$ cat config.mk
export PLATFORM = sky130hd
export DESIGN_NAME = dac_dither_gen
export DESIGN_NICKNAME = d
export VERILOG_FILES = /design/src/rtl/dac_dither_pkg.sv /design/src/rtl/dd_tick_gen.sv /design/src/rtl/dd_setpoint_reg.sv /design/src/rtl/dd_frac_accum.sv /design/src/rtl/dd_code_out.sv /design/src/rtl/dac_dither_gen.sv
export SDC_FILE = /design/constraint.sdc
export NUM_CORES = 1
export LEC_CHECK = 0
export BUFFER_PORTS_ARGS = -buffer_cell sky130_fd_sc_hd__clkbuf_2
export CAP_MARGIN = 20
export CORE_AREA = 2 2 99 72
export CTS_CLUSTER_DIAMETER = 60
export DETAILED_ROUTE_END_ITERATION = 7
export DIE_AREA = 0 0 101 74
export HOLD_SLACK_MARGIN = 0.03
export PLACE_DENSITY_LB_ADDON = 0.1
export SLEW_MARGIN = 40
export SYNTH_ARGS = -nofsm -noshare
export SYNTH_HDL_FRONTEND = slang
export SYNTH_SLANG_ARGS = --single-unit
$ cat constraint.sdc
create_clock -name clk -period 2.75 [get_ports clk]
set_input_delay 0.1375 -clock clk [delete_from_list [all_inputs] [get_ports clk]]
set_output_delay 0.1375 -clock clk [all_outputs]
set_load 0.05 [all_outputs]
$ cat src/rtl/dac_dither_pkg.sv
package dac_dither_pkg;
  localparam int unsigned DEF_CODE_W   = 14;
  localparam int unsigned DEF_FRAC_W   = 16;
  localparam int unsigned DEF_TICK_DIV = 40;
endpackage

$ cat src/rtl/dd_tick_gen.sv
module dd_tick_gen #(
  parameter int unsigned TICK_DIV = dac_dither_pkg::DEF_TICK_DIV
) (
  input  logic clk,
  input  logic rst_n,
  output logic tick
);
  localparam int unsigned CW   = (TICK_DIV > 2) ? $clog2(TICK_DIV) : 1;
  localparam logic [CW-1:0] LAST = CW'(TICK_DIV - 1);

  logic [CW-1:0] cnt_q;

  assign tick = (cnt_q == LAST);

  always_ff @(posedge clk) begin
    if (!rst_n)    cnt_q <= '0;
    else if (tick) cnt_q <= '0;
    else           cnt_q <= cnt_q + 1'b1;
  end

  p_cnt_bound_r2: assert property (@(posedge clk) disable iff (!rst_n)
    cnt_q <= LAST);
  p_tick_single_r2: assert property (@(posedge clk) disable iff (!rst_n)
    tick |=> !tick);
endmodule

$ cat src/rtl/dd_setpoint_reg.sv
module dd_setpoint_reg #(
  parameter int unsigned CODE_W = dac_dither_pkg::DEF_CODE_W,
  parameter int unsigned FRAC_W = dac_dither_pkg::DEF_FRAC_W
) (
  input  logic              clk,
  input  logic              rst_n,
  input  logic              wr_en,
  input  logic [CODE_W-1:0] wr_int,
  input  logic [FRAC_W-1:0] wr_frac,
  output logic [CODE_W-1:0] int_q,
  output logic [FRAC_W-1:0] frac_q
);
  // Both halves live in one register pair written in a single clock.
  always_ff @(posedge clk) begin
    if (!rst_n) begin
      int_q  <= '0;
      frac_q <= '0;
    end else if (wr_en) begin
      int_q  <= wr_int;
      frac_q <= wr_frac;
    end
  end

  p_hold_r6: assert property (@(posedge clk) disable iff (!rst_n)
    !wr_en |=> ($stable(int_q) && $stable(frac_q)));
endmodule

$ cat src/rtl/dd_frac_accum.sv
module dd_frac_accum #(
  parameter int unsigned FRAC_W = dac_dither_pkg::DEF_FRAC_W
) (
  input  logic              clk,
  input  logic              rst_n,
  input  logic              tick,
  input  logic [FRAC_W-1:0] frac,
  output logic              carry
);
  logic [FRAC_W-1:0] acc_q;
  logic [FRAC_W-1:0] acc_d;

  // Returns {carry, wrapped sum}.
  function automatic logic [FRAC_W:0] frac_step(input logic [FRAC_W-1:0] a,
                                                input logic [FRAC_W-1:0] f);
    return {1'b0, a} + {1'b0, f};
  endfunction

  assign {carry, acc_d} = frac_step(acc_q, frac);

  always_ff @(posedge clk) begin
    if (!rst_n)    acc_q <= '0;
    else if (tick) acc_q <= acc_d;
  end

  p_acc_idle_r4: assert property (@(posedge clk) disable iff (!rst_n)
    !tick |=> $stable(acc_q));
endmodule

$ cat src/rtl/dd_code_out.sv
module dd_code_out #(
  parameter int unsigned CODE_W = dac_dither_pkg::DEF_CODE_W
) (
  input  logic              clk,
  input  logic              rst_n,
  input  logic              tick,
  input  logic              carry,
  input  logic [CODE_W-1:0] int_in,
  output logic [CODE_W-1:0] dac_code,
  output logic              dac_load
);
  localparam logic [CODE_W-1:0] CODE_MAX = '1;

  // Adds the carry but holds at full scale.
  function automatic logic [CODE_W-1:0] sat_inc(input logic [CODE_W-1:0] base,
                                                input logic inc);
    if (inc && (base != CODE_MAX)) return base + 1'b1;
    return base;
  endfunction

  always_ff @(posedge clk) begin
    if (!rst_n) begin
      dac_code <= '0;
      dac_load <= 1'b0;
    end else begin
      dac_load <= tick;
      if (tick) dac_code <= sat_inc(int_in, carry);
    end
  end

  p_load_follows_tick_r2: assert property (@(posedge clk) disable iff (!rst_n)
    tick |=> dac_load);
  p_load_pulse_r2: assert property (@(posedge clk) disable iff (!rst_n)
    dac_load |=> !dac_load);
  p_no_wrap_r5: assert property (@(posedge clk) disable iff (!rst_n)
    tick |=> (dac_code >= $past(int_in)));
  p_code_hold_r6: assert property (@(posedge clk) disable iff (!rst_n)
    !tick |=> $stable(dac_code));
endmodule

$ cat src/rtl/dac_dither_gen.sv
module dac_dither_gen #(
  parameter int unsigned CODE_W   = dac_dither_pkg::DEF_CODE_W,
  parameter int unsigned FRAC_W   = dac_dither_pkg::DEF_FRAC_W,
  parameter int unsigned TICK_DIV = dac_dither_pkg::DEF_TICK_DIV
) (
  input  logic              clk,
  input  logic              rst_n,
  input  logic              wr_en,
  input  logic [CODE_W-1:0] wr_int,
  input  logic [FRAC_W-1:0] wr_frac,
  output logic [CODE_W-1:0] dac_code,
  output logic              dac_load
);
  localparam logic [CODE_W-1:0] CODE_MAX = '1;

  // Named internal events for the checks.
  logic              upd_tick;
  logic              upd_carry;
  logic [CODE_W-1:0] sp_int;
  logic [FRAC_W-1:0] sp_frac;

  dd_tick_gen #(.TICK_DIV(TICK_DIV)) u_tick (
    .clk(clk), .rst_n(rst_n), .tick(upd_tick)
  );

  dd_setpoint_reg #(.CODE_W(CODE_W), .FRAC_W(FRAC_W)) u_sp (
    .clk(clk), .rst_n(rst_n), .wr_en(wr_en), .wr_int(wr_int),
    .wr_frac(wr_frac), .int_q(sp_int), .frac_q(sp_frac)
  );

  dd_frac_accum #(.FRAC_W(FRAC_W)) u_acc (
    .clk(clk), .rst_n(rst_n), .tick(upd_tick), .frac(sp_frac),
    .carry(upd_carry)
  );

  dd_code_out #(.CODE_W(CODE_W)) u_out (
    .clk(clk), .rst_n(rst_n), .tick(upd_tick), .carry(upd_carry),
    .int_in(sp_int), .dac_code(dac_code), .dac_load(dac_load)
  );

  p_carry_adds_r4: assert property (@(posedge clk) disable iff (!rst_n)
    (upd_tick && upd_carry && (sp_int != CODE_MAX)) |=>
      (dac_code == $past(sp_int) + 1'b1));
  p_nocarry_plain_r3: assert property (@(posedge clk) disable iff (!rst_n)
    (upd_tick && !upd_carry) |=> (dac_code == $past(sp_int)));
  p_sat_hold_r5: assert property (@(posedge clk) disable iff (!rst_n)
    (upd_tick && (sp_int == CODE_MAX)) |=> (dac_code == CODE_MAX));
endmodule

==> summary.md, run 1 <==
| Metric | Value |
|---|---|
| Status | `finished clean` |
| Syn_nets | `459` |
| Endpoints failing setup | `0` |
| PD cells | `480 nW/µm²` |
| Post-synth EDFFs | `0` |
| PostCTS Resize Cnt | `0` |
| Maximum vdd drop | `0.291 mV` |
| Number of H-tree levels | `3` |
| Max-cap check violation count | `0` |
| Final worst-path cycle share | `94.3%` |
| Design Power | `1970 µW` |
| Total gr overflow | `0` |
| Starting Density | `53.7%` |
| CTS sink cnt | `67` |
| Port Buffers | `47` |
| Antenna violations before repair | `0` |
| Total negative slack | `0 ns` |
| Horiz. Die Dim | `101 µm` |
| Cell area after synthesis | `3520 µm²` |
| Slew headroom | `61.6%` |
| HPWL after DPL | `5680 µm` |
| Area growth syn-to-layout | `16.6%` |
| Cell leakage power | `0.00182 µW` |
| Worst slew pin tran | `0.576 ns` |
| DRT Wirelength | `8350 µm` |
| Total Routing Usage GR | `23.8%` |
| Fmax | `386 MHz` |
| Nets@finish | `513` |
| RSZ-0062 raised after global routing | `false` |
| First-pass GRT wire length | `13900 µm` |
| Vias per cell | `5.80` |
| Fraction of layout cells with a size suffix above 1 | `16.6%` |
| N_diodes | `0` |
| Syn Area/Cell | `8.66 µm²` |
| Minimum clock period | `2.59 ns` |
| Synth warn | `0` |
| TritonCTS clock tree | `done` |
| Total CTS buffers | `9` |
| Core area | `6570 µm²` |
| Detail Route Antenna Nets | `0` |
| CTS Buffer Depth | `2` |
| Main flop type after synthesis | `dfxtp_1` |
| Vias in the first global route | `2959` |
| Hold Crit Class | `input pin to register` |
| CTS Root Cell | `clkbuf_8` |
| Row count | `25` |
| Fin. max-slew vios | `0` |
| Post-Syn Instances | `407` |
| First drt pass iteration count | `4` |
| Reg clk slew, reported paths | `0.07 ns` |
| Startpoint types | `register` |
| CP Capture Type | `register` |
| Initial DRC Count | `111` |
| GPL Wtd Cong | `0.878` |
| Crit Path Max Fanout | `10` |
| DR WL/cell | `15.3 µm` |
| Asr flop ratio synth | `0%` |
| Netlist cell types | `59` |
| Die H | `74 µm` |
| Worst-Skew Late Latency | `0.34 ns` |
| Die area | `7470 µm²` |
| Fill cell count | `614` |
| DRC | `0` |
| CP arrival | `2.82 ns` |
| Largest net degree at the start of global routing | `38` |
| Dpl cells | `520` |
| Flops & latches, synth | `67` |
| Hold Vio Cnt, Final | `0` |
| Worst Path Required | `2.98 ns` |
| Clock skew | `0.00595 ns` |
| Post-synthesis sequential area ratio | `38.1%` |
| Crit path kind | `register to register` |
| Non-filler instance count after layout | `545` |
| Hold slack | `0.0365 ns` |
| Total number of vias | `3160` |
| Num ports | `48` |
-- cells in the mapped netlist, types with 7 or more instances --
master / count / share of area [%]
nand2_1: 37 / 3.9
nor2_1: 50 / 5.3
clkbuf_1: 16 / 1.7
o21ai_0: 21 / 3.0
nand3_1: 18 / 2.6
inv_1: 7 / 0.75
nor3_1: 9 / 1.3
a31oi_1: 11 / 2.0
dfxtp_1: 67 / 38
a21oi_1: 22 / 3.1
ha_1: 18 / 6.4
a21o_1: 7 / 1.5
mux2i_1: 32 / 9.1
-- worst paths after layout --
kind	start	to	slack [ns]	cells after the start
worst max-delay path	u_sp.frac_q[7]$_SDFFE_PN0P_	u_out.dac_code[5]$_SDFFE_PN0P_	0.16	7
worst min-delay path	wr_frac[8]	u_sp.frac_q[8]$_SDFFE_PN0P_	0.04	3
worst max register to register	u_sp.frac_q[7]$_SDFFE_PN0P_	u_out.dac_code[5]$_SDFFE_PN0P_	0.16	7
worst min register to register	u_tick.cnt_q[0]$_SDFF_PP0_	u_tick.cnt_q[0]$_SDFF_PP0_	0.46	1
-- placed cells by master (no fill, tap or decap), types with 9 or more instances in the layout --
cell type      instances
o21ai_0               21
a21oi_1               22
dfxtp_1               67
nand3_1               18
ha_1                  18
clkbuf_8              10
nand2_1               37
clkbuf_2              46
dlygate4sd3_1         11
mux2i_1               32
nor3_1                 9
nor2_1                50
a31oi_1               11
-- repair_timing --
item | 4_1_cts | 5_1_grt
setup buffers | 0 | 0
hold buffers | 10 | 1
endpoints found under the setup margin | 0 | 0
endpoints found under the hold margin | 10 | 1
-- cells by family after synthesis --
group | after synthesis | share of synthesized area (%)
xor+xnor | 10 | 2.48
buf+inv | 28 | 3.09
mux | 32 | 9.09
flops | 67 | 38.1
fa+ha+maj | 19 | 6.96
compound gates | 96 | 18.9
simple gates | 155 | 21.4
-- layout make-up --
type | count | area [µm²] | area share (%)
multi-input cells | 312 | 2070 | 50.5
flip-flops and latches | 67 | 1340 | 32.6
repair buffers | 62 | 378 | 9.19
clock buffers | 11 | 141 | 3.44
well taps | 81 | 101 | 2.47
clock inverters | 3 | 40.0 | 0.974
inverters | 9 | 33.8 | 0.822
-- stage by stage --
step                      util, %  setup WS (ns)  area (µm²)
after floorplan                 -          0.401        3520
after global placement       58.1          0.261        3820
after detailed placement     58.1          0.193        3820
after CTS                    62.4          0.169        4100
after global routing         62.6         0.0254        4110
final                        62.6          0.156        4110
-- per-layer routing --
layer  up-vias  share of wire, %  global-route usage (%)
li1       1610                 -                       -
met1      1481                50                    32.3
met2        61                45                    38.0
met3         8               3.8                    6.48
met4         0              0.84                    6.61
met5         -                 0                       0
-- flip-flops by register name, summed over array words and instances (netlist names) --
signal,flops
u_acc.acc_q,16
u_sp.frac_q,16
u_out.dac_code,14
u_sp.int_q,14
u_tick.cnt_q,6
u_out.dac_load,1
-- critical path, cell delays in order, from the launching register on --
cell,delay [ns]
dfxtp_1,0.31
ha_1,0.37
a21o_1,0.23
a221o_1,0.39
a221oi_4,0.35
o211ai_2,0.30
and3_1,0.23
a311o_1,0.30
-- power by group --
group	internal (µW)	switching, µW	total, µW
combinational	75.6	81.3	157
sequential	1000	30.4	1030
clock	431	355	786
(Power assumes the default switching activity.)
==> run 2, diff against run 1 <==
--- a/config.mk
+++ b/config.mk
@@ -5,12 +5,12 @@
 export SDC_FILE = /design/constraint.sdc
 export NUM_CORES = 1
 export LEC_CHECK = 0
-export BUFFER_PORTS_ARGS = -buffer_cell sky130_fd_sc_hd__clkbuf_2
 export CAP_MARGIN = 20
 export CORE_AREA = 2 2 99 72
 export CTS_CLUSTER_DIAMETER = 60
 export DETAILED_ROUTE_END_ITERATION = 7
 export DIE_AREA = 0 0 101 74
+export DONT_BUFFER_PORTS = 1
 export HOLD_SLACK_MARGIN = 0.03
 export PLACE_DENSITY_LB_ADDON = 0.1
 export SLEW_MARGIN = 40
==> run 2 against run 1 <==
Effect of this change: count of clock-buffer cells in the layout is the same; via count grew 1.7%; first-iteration DRC count rose by 25%; register-to-register slack better by 0.08 ns; critical endpoint is now u_out.dac_code[10]$_SDFFE_PN0P_.
==> summary.md, run 2 (synthesis results as in run 1) <==
| Metric | Value |
|---|---|
| Total number of vias | `3214` |
| Multi-input logic area | `2070 µm²` |
| Initial DRC Count | `139` |
| Fmax | `398 MHz` |
| DRC | `0` |
| CP arrival | `2.79 ns` |
| Cell leakage power | `0.00180 µW` |
| Total Routing Usage GR | `24.7%` |
| Minimum clock period | `2.51 ns` |
| Number of H-tree levels | `3` |
| GPL Wtd Cong | `0.830` |
| Vias per cell | `5.85` |
| Core area | `6570 µm²` |
| Worst Path Required | `3.03 ns` |
| FF/Latch Area | `1340 µm²` |
| Fraction of layout cells with a size suffix above 1 | `6.84%` |
| Fill cell count | `555` |
| CP Capture Type | `register` |
| Port Buffers | `0` |
| Clock skew | `0.00855 ns` |
| Setup bufs post-CTS | `0` |
| HPWL after DPL | `5580 µm` |
| Hold Buf Count CTS | `61` |
| Vias in the first global route | `3029` |
| Hold Vio Cnt, Final | `0` |
| Final worst-path cycle share | `91.4%` |
| Fin. max-slew vios | `0` |
| Area growth syn-to-layout | `24.6%` |
| Startpoint types | `register` |
| First drt pass iteration count | `6` |
| Antenna violations before repair | `0` |
| Die area | `7470 µm²` |
| Largest net degree at the start of global routing | `38` |
| TritonCTS clock tree | `done` |
| Status | `finished clean` |
| PostCTS Resize Cnt | `0` |
| Endpoints failing setup | `0` |
| DRT Wirelength | `8740 µm` |
| Starting Density | `53.7%` |
| DR WL/cell | `15.9 µm` |
| Num ports | `48` |
| WL met3 | `550 µm` |
| Max-cap check violation count | `0` |
| CTS Buffer Depth | `2` |
| N_diodes | `0` |
| RSZ-0062 raised after global routing | `false` |
| Slowest CP cell | `or4_1` |
| RR Startpoint | `u_acc.acc_q[0]$_SDFFE_PN0P_` |
| Regs by FF count | `u_acc.acc_q: 16 flops, u_sp.frac_q: 16 flops` |
| Final worst slack | `0.237 ns` |
| Most common cell after layout, fill and taps aside | `dfxtp_1` |
| Final Util | `66.9%` |
| Crit Path Max Fanout | `18` |
| M1 WL | `4130 µm` |
| Routed wl met2 | `3960 µm` |
| Worst slew pin tran | `0.689 ns` |
| Delay-heaviest family, CP | `compound AO/OA/AOI/OAI gates` |
| Slew headroom | `53.9%` |
| Pre-CTS setup slack | `0.274 ns` |
| Total negative slack | `0 ns` |
| CTS sink cnt | `67` |
| Die H | `74 µm` |
| Worst-Skew Late Latency | `0.35 ns` |
| Nets@finish | `516` |
| CTS Root Cell | `clkbuf_8` |
| Hold Crit Class | `input pin to register` |
| Row count | `25` |
| Dpl cells | `473` |
| Worst stage delay on the critical path | `0.48 ns` |
| Crit path kind | `register to register` |
| First-pass GRT wire length | `14400 µm` |
| Worst path bufs/invs | `0` |
| Non-filler instance count after layout | `549` |
| Most frequent cells in the layout | `67 x dfxtp_1, 61 x dlygate4sd3_1, 50 x nor2_1, 37 x nand2_1, 32 x mux2i_1` |
| Cell breakdown of the critical path | `ha_1 -> fa_1 -> a21oi_1 -> nand4b_1 -> a211o_1 -> o211a_4 -> or4_1 -> a31oi_1` |
| Highest metal used | `met4` |
| Total CTS buffers | `9` |
| Horiz. Die Dim | `101 µm` |
| Hold Startpoint | `rst_n` |
| Total gr overflow | `0` |
| Reg clk slew, reported paths | `0.07 ns` |
| Maximum vdd drop | `0.358 mV` |
| Detail Route Antenna Nets | `0` |
| Worst setup path startpoint | `u_acc.acc_q[0]$_SDFFE_PN0P_` |
| PD cells | `470 nW/µm²` |
## run 2: stage by stage
step                      cell area, µm²  power, µW  hold WS, ns
final                               4390       2060       0.0633
after global routing                4390       2150       0.0517
after CTS                           4390       2080       0.0479
after detailed placement            3580       1160        0.285
after global placement              3580       1150        0.281
after floorplan                     3520       1140        0.285
## run 2: metal layers
metal  vias up  track usage (%)
met5         -                0
met4         0             5.41
met3        10             7.89
met2        90             40.4
met1      1499             32.5
li1       1615                -
## run 2: cell type report
| class | instances | area share [%] |
|---|---|---|
| multi-input combinational | 312 | 47.2 |
| inverter | 9 | 0.769 |
| tap | 81 | 2.31 |
| sequential | 67 | 30.5 |
| timing repair buffer | 65 | 14.6 |
| clock inverter | 4 | 1.14 |
| clock buffer | 11 | 3.45 |
## run 2: path summary, 6_finish.rpt
| path | cells after the start | slack (ns) | endpoint |
|---|---|---|---|
| max | 8 | 0.24 | u_out.dac_code[10]$_SDFFE_PN0P_ |
| min | 3 | 0.06 | u_acc.acc_q[9]$_SDFFE_PN0P_ |
| max reg2reg | 8 | 0.24 | u_out.dac_code[10]$_SDFFE_PN0P_ |
| min reg2reg | 1 | 0.45 | u_tick.cnt_q[0]$_SDFF_PP0_ |
## run 2: tightest hold or removal path, stage by stage
cell and delay [ns]:
and3_1 0.13, mux2i_1 0.06, nand2_1 0.05
## run 2: power breakdown
part | leakage (µW) | internal (µW) | switching (µW)
clock | 0.0000974 | 461 | 372
sequential | 0.000546 | 1000 | 32.0
combinational | 0.00116 | 121 | 76.7
==> run 3, diff against run 2 <==
--- a/config.mk
+++ b/config.mk
@@ -13,6 +13,7 @@
 export DONT_BUFFER_PORTS = 1
 export HOLD_SLACK_MARGIN = 0.03
 export PLACE_DENSITY_LB_ADDON = 0.1
+export REMOVE_ABC_BUFFERS = 1
 export SLEW_MARGIN = 40
 export SYNTH_ARGS = -nofsm -noshare
 export SYNTH_HDL_FRONTEND = slang
==> run 3 against run 2 <==
Effect of this change: clock skew decreased by 0.0012 ns; sequential power barely moved; largest cell class unchanged; critical path depth fell by 1; first-iteration DRC count is 2.2% higher; worst setup slack got worse by 0.086 ns; global-route usage grew 0.53 points; count of clock-buffer cells in the layout did not move; clock power about the same.
==> summary.md, run 3 (synthesis results as in run 1) <==
| Metric | Value |
|---|---|
| Cell leakage power | `0.00179 µW` |
| Crit Path Max Fanout | `10` |
| Fmax | `385 MHz` |
| Fraction of layout cells with a size suffix above 1 | `6.64%` |
| Worst reg-to-reg setup slack | `0.15 ns` |
| DRT Wirelength | `8940 µm` |
| Number of H-tree levels | `3` |
| DP Area | `3570 µm²` |
| HPWL after DPL | `5550 µm` |
| Worst r2r dst | `u_out.dac_code[5]$_SDFFE_PN0P_` |
| Fin. max-slew vios | `0` |
| Design Power | `2070 µW` |
| Slowest CP cell | `a221o_1` |
| Clock skew | `0.00732 ns` |
| CTS Root Cell | `clkbuf_8` |
| Worst stage delay on the critical path | `0.38 ns` |
| PD cells | `471 nW/µm²` |
| N_diodes | `0` |
| Nets@finish | `515` |
| Startpoint types | `register` |
| Largest net degree at the start of global routing | `38` |
| Max-cap check violation count | `0` |
| Crit path kind | `register to register` |
| Setup bufs post-CTS | `0` |
| Minimum clock period | `2.60 ns` |
| Final worst slack | `0.151 ns` |
| Worst slew pin tran | `0.752 ns` |
| First-pass GRT wire length | `14700 µm` |
| Antenna violations before repair | `0` |
| CP Capture Type | `register` |
| Die H | `74 µm` |
| First drt pass iteration count | `5` |
| Slew headroom | `49.7%` |
| CTS sink cnt | `67` |
| Hold Crit Class | `input pin to register` |
| Cell breakdown of the critical path | `ha_1 -> a21o_1 -> a221o_1 -> a221oi_4 -> o211ai_2 -> and3_1 -> a311o_1` |
| Pre-CTS setup slack | `0.172 ns` |
| Maximum vdd drop | `0.267 mV` |
| Total Routing Usage GR | `25.2%` |
| Endpoints failing setup | `0` |
| Reg clk slew, reported paths | `0.08 ns` |
| Worst Path Required | `2.98 ns` |
| Worst R2R Path Depth | `7` |
| CP arrival | `2.83 ns` |
| Most frequent cells in the layout | `67 x dfxtp_1, 61 x dlygate4sd3_1, 50 x nor2_1, 37 x nand2_1, 32 x mux2i_1` |
| Final worst-path cycle share | `94.5%` |
| Total number of vias | `3229` |
| Core area | `6570 µm²` |
| Num ports | `48` |
| Die area | `7470 µm²` |
| RR Startpoint | `u_sp.frac_q[7]$_SDFFE_PN0P_` |
| TritonCTS clock tree | `done` |
| Hold Vio Cnt, Final | `0` |
| GPL Wtd Cong | `0.859` |
| Port Buffers | `0` |
| Total negative slack | `0 ns` |
| Hold path cells | `3` |
| Total gr overflow | `0` |
| Status | `finished clean` |
| Vias in the first global route | `2910` |
| Starting Density | `53.7%` |
| Worst-Skew Late Latency | `0.34 ns` |
| Cell area after layout | `4390 µm²` |
| Fill cell count | `548` |
| Vias per cell | `5.89` |
| Initial DRC Count | `142` |
| Regs by FF count | `u_acc.acc_q: 16 flops, u_sp.frac_q: 16 flops` |
| Area growth syn-to-layout | `24.4%` |
| Row count | `25` |
| Total CTS buffers | `9` |
| Hold Startpoint | `rst_n` |
| Horiz. Die Dim | `101 µm` |
| DR WL/cell | `16.3 µm` |
| RSZ-0062 raised after global routing | `false` |
| Worst Hold End | `u_acc.acc_q[9]$_SDFFE_PN0P_` |
| Detail Route Antenna Nets | `0` |
| CTS Buffer Depth | `2` |
| DRC | `0` |
| Most common cell after layout, fill and taps aside | `dfxtp_1` |
-- run 3: cell types whose count changed in the layout (fill, tap and decap cells not counted) --
cell	before	now
buf_4	4	3
-- run 3: cell type report --
class	instances	area, µm²	share of cell area (%)
well taps	81	101	2.31
multi-input cells	312	2070	47.3
repair buffers	64	633	14.4
clock inverters	4	50.0	1.14
flip-flops and latches	67	1340	30.6
clock buffers	11	151	3.45
inverters	9	33.8	0.770
-- run 3: worst max path at each step --
stage,from,endpoint,slack (ns),depth (start not counted)
2_1_floorplan,u_sp.frac_q[7]$_SDFFE_PN0P_,u_out.dac_code[5]$_SDFFE_PN0P_,0.40,7
3_3_place_gp,u_sp.frac_q[7]$_SDFFE_PN0P_,u_out.dac_code[5]$_SDFFE_PN0P_,0.24,7
3_5_place_dp,u_sp.frac_q[7]$_SDFFE_PN0P_,u_out.dac_code[5]$_SDFFE_PN0P_,0.17,7
4_1_cts,u_sp.frac_q[7]$_SDFFE_PN0P_,u_out.dac_code[5]$_SDFFE_PN0P_,0.16,7
5_1_grt,u_acc.acc_q[0]$_SDFFE_PN0P_,u_out.dac_code[7]$_SDFFE_PN0P_,0.007,8
6_report,u_sp.frac_q[7]$_SDFFE_PN0P_,u_out.dac_code[5]$_SDFFE_PN0P_,0.15,7
-- run 3: timing repair --
item | 4_1_cts | 5_1_grt
hold buffers | 61 | 0
hold endpoints to repair | 47 | 0
gates resized for setup | 0 | 0
-- run 3: power by group --
part	switching, µW	leakage, µW	internal (µW)	total [µW]
sequential	31.3	0.000546	1000	1030
combinational	77.9	0.00115	121	199
clock	373	0.0000974	462	835
-- run 3: stage by stage --
step / cells / hold WS (ns) / utilization, %
after floorplan: 388 / 0.276 / -
after global placement: 472 / 0.283 / 54.4
after detailed placement: 472 / 0.288 / 54.4
after CTS: 548 / 0.0627 / 66.8
after global routing: 548 / 0.0902 / 66.8
final: 548 / 0.0789 / 66.8
-- run 3: worst max-delay path, delay by kind of cell (launching register included) --
kind | cells | cell delay (ns)
and+or+nand+nor | 1 | 0.23
AOI/OAI and AO/OA | 5 | 1.57
adders and majority gates | 1 | 0.37
DFF | 1 | 0.33
-- run 3: routing by layer --
metal	global-route usage, %	routed length, µm	up-vias	part of all wire (%)
met2	39.5	4090	90	46
met3	7.42	530	4	5.9
li1	-	-	1610	-
met4	4.95	42	0	0.47
met1	35.1	4270	1525	48
met5	0	0	-	0
